===== src/rtl/odt_term_pkg.sv =====
package odt_term_pkg;

  // Termination select encoding: at most one bit set.
  typedef enum logic [1:0] {
    TERM_OFF = 2'b00,
    TERM_NOM = 2'b01,
    TERM_WR  = 2'b10
  } term_sel_e;

  localparam int NOM_W   = 3;
  localparam int WR_W    = 2;
  localparam int VAL_W   = NOM_W;

  // Field positions the device decodes inside the mode-register words.
  localparam int NOM_B0  = 2;
  localparam int NOM_B1  = 6;
  localparam int NOM_B2  = 9;
  localparam int QOFF_B  = 12;
  localparam int WR_LSB  = 9;

  // Highest usable code of each field; codes above are reserved.
  localparam int NOM_MAX = 5;
  localparam int WR_MAX  = 2;

  function automatic logic nom_usable(input logic [NOM_W-1:0] c);
    return (c != '0) && (int'(c) <= NOM_MAX);
  endfunction

  function automatic logic wr_usable(input logic [WR_W-1:0] c);
    return (c != '0) && (int'(c) <= WR_MAX);
  endfunction

endpackage


===== src/rtl/odt_field_decode.sv =====
module odt_field_decode
  import odt_term_pkg::*;
#(
  parameter int MR_W = 16
) (
  input  logic [MR_W-1:0]  mr1,
  input  logic [MR_W-1:0]  mr2,
  output logic [NOM_W-1:0] nom_code,
  output logic             nom_ok,
  output logic [WR_W-1:0]  wr_code,
  output logic             wr_ok,
  output logic             qoff
);

  // Fold the whole words so every bit counts as read.
  logic unused_mr_bits;
  assign unused_mr_bits = ^{mr1, mr2};

  assign nom_code = {mr1[NOM_B2], mr1[NOM_B1], mr1[NOM_B0]};
  assign wr_code  = mr2[WR_LSB +: WR_W];
  assign nom_ok   = nom_usable(nom_code);
  assign wr_ok    = wr_usable(wr_code);
  assign qoff     = mr1[QOFF_B];

endmodule


===== src/rtl/odt_term_select.sv =====
module odt_term_select
  import odt_term_pkg::*;
(
  input  logic             odt,
  input  logic             wr_busy,
  input  logic             dll_off,
  input  logic [NOM_W-1:0] nom_code,
  input  logic             nom_ok,
  input  logic [WR_W-1:0]  wr_code,
  input  logic             wr_ok,
  output logic             gate_open,
  output logic             wr_pick,
  output term_sel_e        sel_nxt,
  output logic [VAL_W-1:0] val_nxt
);

  // Termination is allowed only with the pin high and the loop locked.
  assign gate_open = odt && !dll_off;
  assign wr_pick   = gate_open && wr_busy && wr_ok;

  always_comb begin
    sel_nxt = TERM_OFF;
    val_nxt = '0;
    if (wr_pick) begin
      sel_nxt = TERM_WR;
      val_nxt = VAL_W'(wr_code);
    end else if (gate_open && nom_ok) begin
      sel_nxt = TERM_NOM;
      val_nxt = nom_code;
    end
  end

endmodule


===== src/rtl/odt_term_ctrl.sv =====
module odt_term_ctrl
  import odt_term_pkg::*;
#(
  parameter int MR_W = 16
) (
  input  logic            clk,
  input  logic            rst_n,
  input  logic [MR_W-1:0] mr1_i,
  input  logic [MR_W-1:0] mr2_i,
  input  logic            odt_i,
  input  logic            wr_busy_i,
  input  logic            dll_off_i,
  output logic [1:0]      term_sel_o,
  output logic [2:0]      term_val_o,
  output logic            drv_en_o
);

  logic [NOM_W-1:0] nom_code;
  logic             nom_ok;
  logic [WR_W-1:0]  wr_code;
  logic             wr_ok;
  logic             qoff;
  logic             gate_open;
  logic             wr_pick;
  term_sel_e        sel_nxt;
  logic [VAL_W-1:0] val_nxt;

  odt_field_decode #(.MR_W(MR_W)) u_dec (
    .mr1      (mr1_i),
    .mr2      (mr2_i),
    .nom_code (nom_code),
    .nom_ok   (nom_ok),
    .wr_code  (wr_code),
    .wr_ok    (wr_ok),
    .qoff     (qoff)
  );

  odt_term_select u_sel (
    .odt       (odt_i),
    .wr_busy   (wr_busy_i),
    .dll_off   (dll_off_i),
    .nom_code  (nom_code),
    .nom_ok    (nom_ok),
    .wr_code   (wr_code),
    .wr_ok     (wr_ok),
    .gate_open (gate_open),
    .wr_pick   (wr_pick),
    .sel_nxt   (sel_nxt),
    .val_nxt   (val_nxt)
  );

  always_ff @(posedge clk or negedge rst_n) begin
    if (!rst_n) begin
      term_sel_o <= TERM_OFF;
      term_val_o <= '0;
      drv_en_o   <= 1'b1;
    end else begin
      term_sel_o <= sel_nxt;
      term_val_o <= val_nxt;
      drv_en_o   <= !qoff;
    end
  end

endmodule


===== config.mk =====
export PLATFORM = sky130hd
export DESIGN_NAME = odt_term_ctrl
export DESIGN_NICKNAME = d
export VERILOG_FILES = /design/src/rtl/odt_term_pkg.sv /design/src/rtl/odt_field_decode.sv /design/src/rtl/odt_term_select.sv /design/src/rtl/odt_term_ctrl.sv
export SDC_FILE = /design/constraint.sdc
export NUM_CORES = 1
export LEC_CHECK = 0
export BUFFER_PORTS_ARGS = -buffer_cell sky130_fd_sc_hd__buf_2
export CORE_AREA = 2 2 39 41
export CTS_CLUSTER_SIZE = 40
export DETAILED_ROUTE_END_ITERATION = 8
export DIE_AREA = 0 0 41 43
export PLACE_DENSITY = 0.73
export SKIP_CTS_REPAIR_TIMING = 1
export SYNTH_ARGS = -nofsm -noshare
export SYNTH_HDL_FRONTEND = slang
export SYNTH_SLANG_ARGS = --single-unit

===== constraint.sdc =====
create_clock -name clk -period 0.8 [get_ports clk]
set_input_delay 0 -clock clk [delete_from_list [all_inputs] [get_ports clk]]
set_output_delay 0 -clock clk [all_outputs]
set_load 0.05 [all_outputs]

==> flow_summary_export.csv <==
group,metric,value,unit
synth,synth-simple-area-share,20.1,%
synth,synth_xor_area_share,3.20,%
critical_path,path_max_fanout,1,
critical_path,cp_cell_sequence,"buf_8",
critical_path,crit_buf_inv,1,
critical_path,critical_path_depth,1,
routing,drt-total-wl,527,µm
global_route,grt-ovfl-total,0,
timing,worst_slack,-0.102,ns
floorplanning,die_area,1760,µm²
routing,first_pass_iters,2,
synth,synth_top_cells_by_area,"dfrtp_1 46%, dfstp_2 9.6%, a211oi_2 4.6%",
routing,drt_iter0_drc,1,
clock_tree,cts_tree,"built",
clock_tree,clockBufferDepth,2,
power_and_ir_drop,ir_drop,0.431,mV
clock_tree,cts_buffers,3,
synth,synth_compound_area_share,20.1,%
critical_path,end_kind,"output pin",
layout,fin_cells,64,
floorplanning,die_h,43,µm
clock_tree,clkSinkCount,6,
placement,dp_cells,58,
synth,synth-seq-cells,6,
floorplanning,core_area,1380,µm²
timing,relSlewSlack,86.1,%
clock_tree,htree_levels,1,
critical_path,slowest_delay,0.53,ns
placement,portBuffers,16,
global_route,grt_start_max_net_pins,7,
floorplanning,ios,43,
layout,fin_area,462,µm²
routing,routed-via-count,259,
layout,final_nets,86,
synth,synth_cell_types,16,
outcome,violations,"negative hold slack, negative setup slack",
critical_path,cp-start-kind,"flip-flop",
synth,synth-edff-count,0,
routing,wire_per_inst,8.23,µm
synth,synth-adder-area-share,0,%
timing,min_period,0.902,ns
critical_path,worstPathRequired,0.80,ns
synth,syn-num-nets,62,
outcome,status,"finished, violations left",
run,drv_cap,0,
global_route,grt_pass1_vias,218,
synth,synth_common_cells,"5 x dfrtp_1, 3 x nand2_1, 2 x a21oi_1, 2 x nor2_1, 2 x nor2b_1",
timing,worst_pin_slew,0.206,ns
synth,seq_area_frac_synth,55.3,%
timing,setup_violations,1,
timing,finalCritPeriodShare,113,%
critical_path,crit_slowest_cell,"dfstp_2",
clock_tree,cts_root_buffer,"clkbuf_4",
floorplanning,rows,14,
routing,drcViolationCount,0,
synth,synth_top_family_by_area,"compound AO/OA/AOI/OAI gates",
synth,syn_avg_cell_area,11.0,µm²
floorplanning,fp.dieW,41,µm
clock_tree,path_clk_slew,0.04,ns
global_route,antenna_found_initial,0,
synth,synth.most_common_cell,"dfrtp_1",
power_and_ir_drop,p_leak,0.000229,µW
synth,netlist_instances,25,
timing,maxSlewViolCount,0,
critical_path,path_class,"reg2out",
synth,yosys.area.top_type_share,45.7,%
synth,syn_area,274,µm²
routing,ant_nets,0,
critical_path,cpLargestDelayFamily,"flip-flops",
layout,area_delta_synth_final,68.5,%
min_path,hold_class,"in2reg",
global_route,grt_pass1_wl,710,µm
layout,diodes,0,
global_route,grt.total_usage,6.26,%
synth,synth_warnings,0,
power_and_ir_drop,total_power,786,µW
synth,ys.flop_type,"dfrtp_1",
critical_path,worstPathArrival,0.90,ns
synth,synth_area_leader_cell,"dfrtp_1",
min_path,whs_path_depth,2,
layout,drive_gt1_share,52.1,%
placement,gp_congestion,0.722,
timing,grt_setup_unrepaired,"yes",
timing,max_freq,1.11,GHz
floorplanning,start_util,19.8,%
routing,vias_per_cell,4.05,
power_and_ir_drop,powerDensity,1700,nW/µm²
timing,worst_hold_slack,-0.0125,ns
placement,placed_area,382,µm²
synth,async_flop_share,100,%
timing,finalHoldViolCount,2,
synth,muxShareOfSynthArea,0,%
[path summary, 6_finish.rpt]
check                         start       endpoint
worst max-delay path       drv_en_o       drv_en_o
worst min-delay path       mr1_i[6]  term_val_o[2]
max in group asynchronous     rst_n       drv_en_o
min in group asynchronous     rst_n  term_val_o[1]
[per-layer routing]
layer,share of wire (%),routed length [µm],global-route usage [%],vias to the layer above
met1,40,210,5.88,113
met4,3.4,18,8.00,0
met2,48,254,10.0,15
li1,-,-,-,129
met5,0,0,0,-
met3,8.3,44,0,2
[report_power, final]
group	switching (µW)	internal [µW]
clock	105	189
sequential	5.35	319
combinational	94.4	74.1
total	204	582
[cell families (layout without fill, tap and decap cells)]
kind of cell           after synthesis  count (layout)
AO/OA/AOI/OAI                        7               7
XOR/XNOR                             1               1
buffers and inverters                1              24
flip-flops                           6               6
AND/OR/NAND/NOR                     10              10
[sequential cells by signal, summed over array words and instances, names as in the netlist]
| signal | cells |
|---|---|
| drv_en_o | 1 |
| term_sel_o | 2 |
| term_val_o | 3 |
[cells in the final DEF, fill, tap and decap left out]
master and instances:
buf_2 10, dfrtp_1 5, nand2_1 3, clkbuf_4 3
buf_4 3, buf_6 3, nor2_1 2, nor2b_1 2
a21oi_1 2, dlygate4sd3_1 2, nand2b_1 1, xor2_1 1
o21ai_0 1, a21o_1 1, nor3_1 1, a211oi_2 1
inv_1 1, nor3b_2 1, a21bo_2 1, o21ba_2 1
clkbuf_1 1, dfstp_2 1, buf_8 1
[cell type report]
class	instances	area, µm²
Tap cell	16	20.0
Multi-Input combinational cell	18	119
Sequential cell	6	151
Inverter	1	3.75
Timing Repair Buffer	19	141
Fill cell	147	922
Clock buffer	4	26.3
[stage by stage]
stage | hold slack [ns] | utilization (%) | setup WS, ns | TNS [ns]
2_1_floorplan | -0.296 | - | 0.144 | 0
3_3_place_gp | -0.180 | 27.6 | 0.0246 | 0
3_5_place_dp | -0.177 | 27.6 | 0.0200 | 0
4_1_cts | -0.442 | 29.5 | -0.200 | -0.289
5_1_grt | 0.00223 | 33.4 | -0.124 | -0.124
6_report | -0.0125 | 33.4 | -0.102 | -0.102
(Power assumes the default switching activity.)
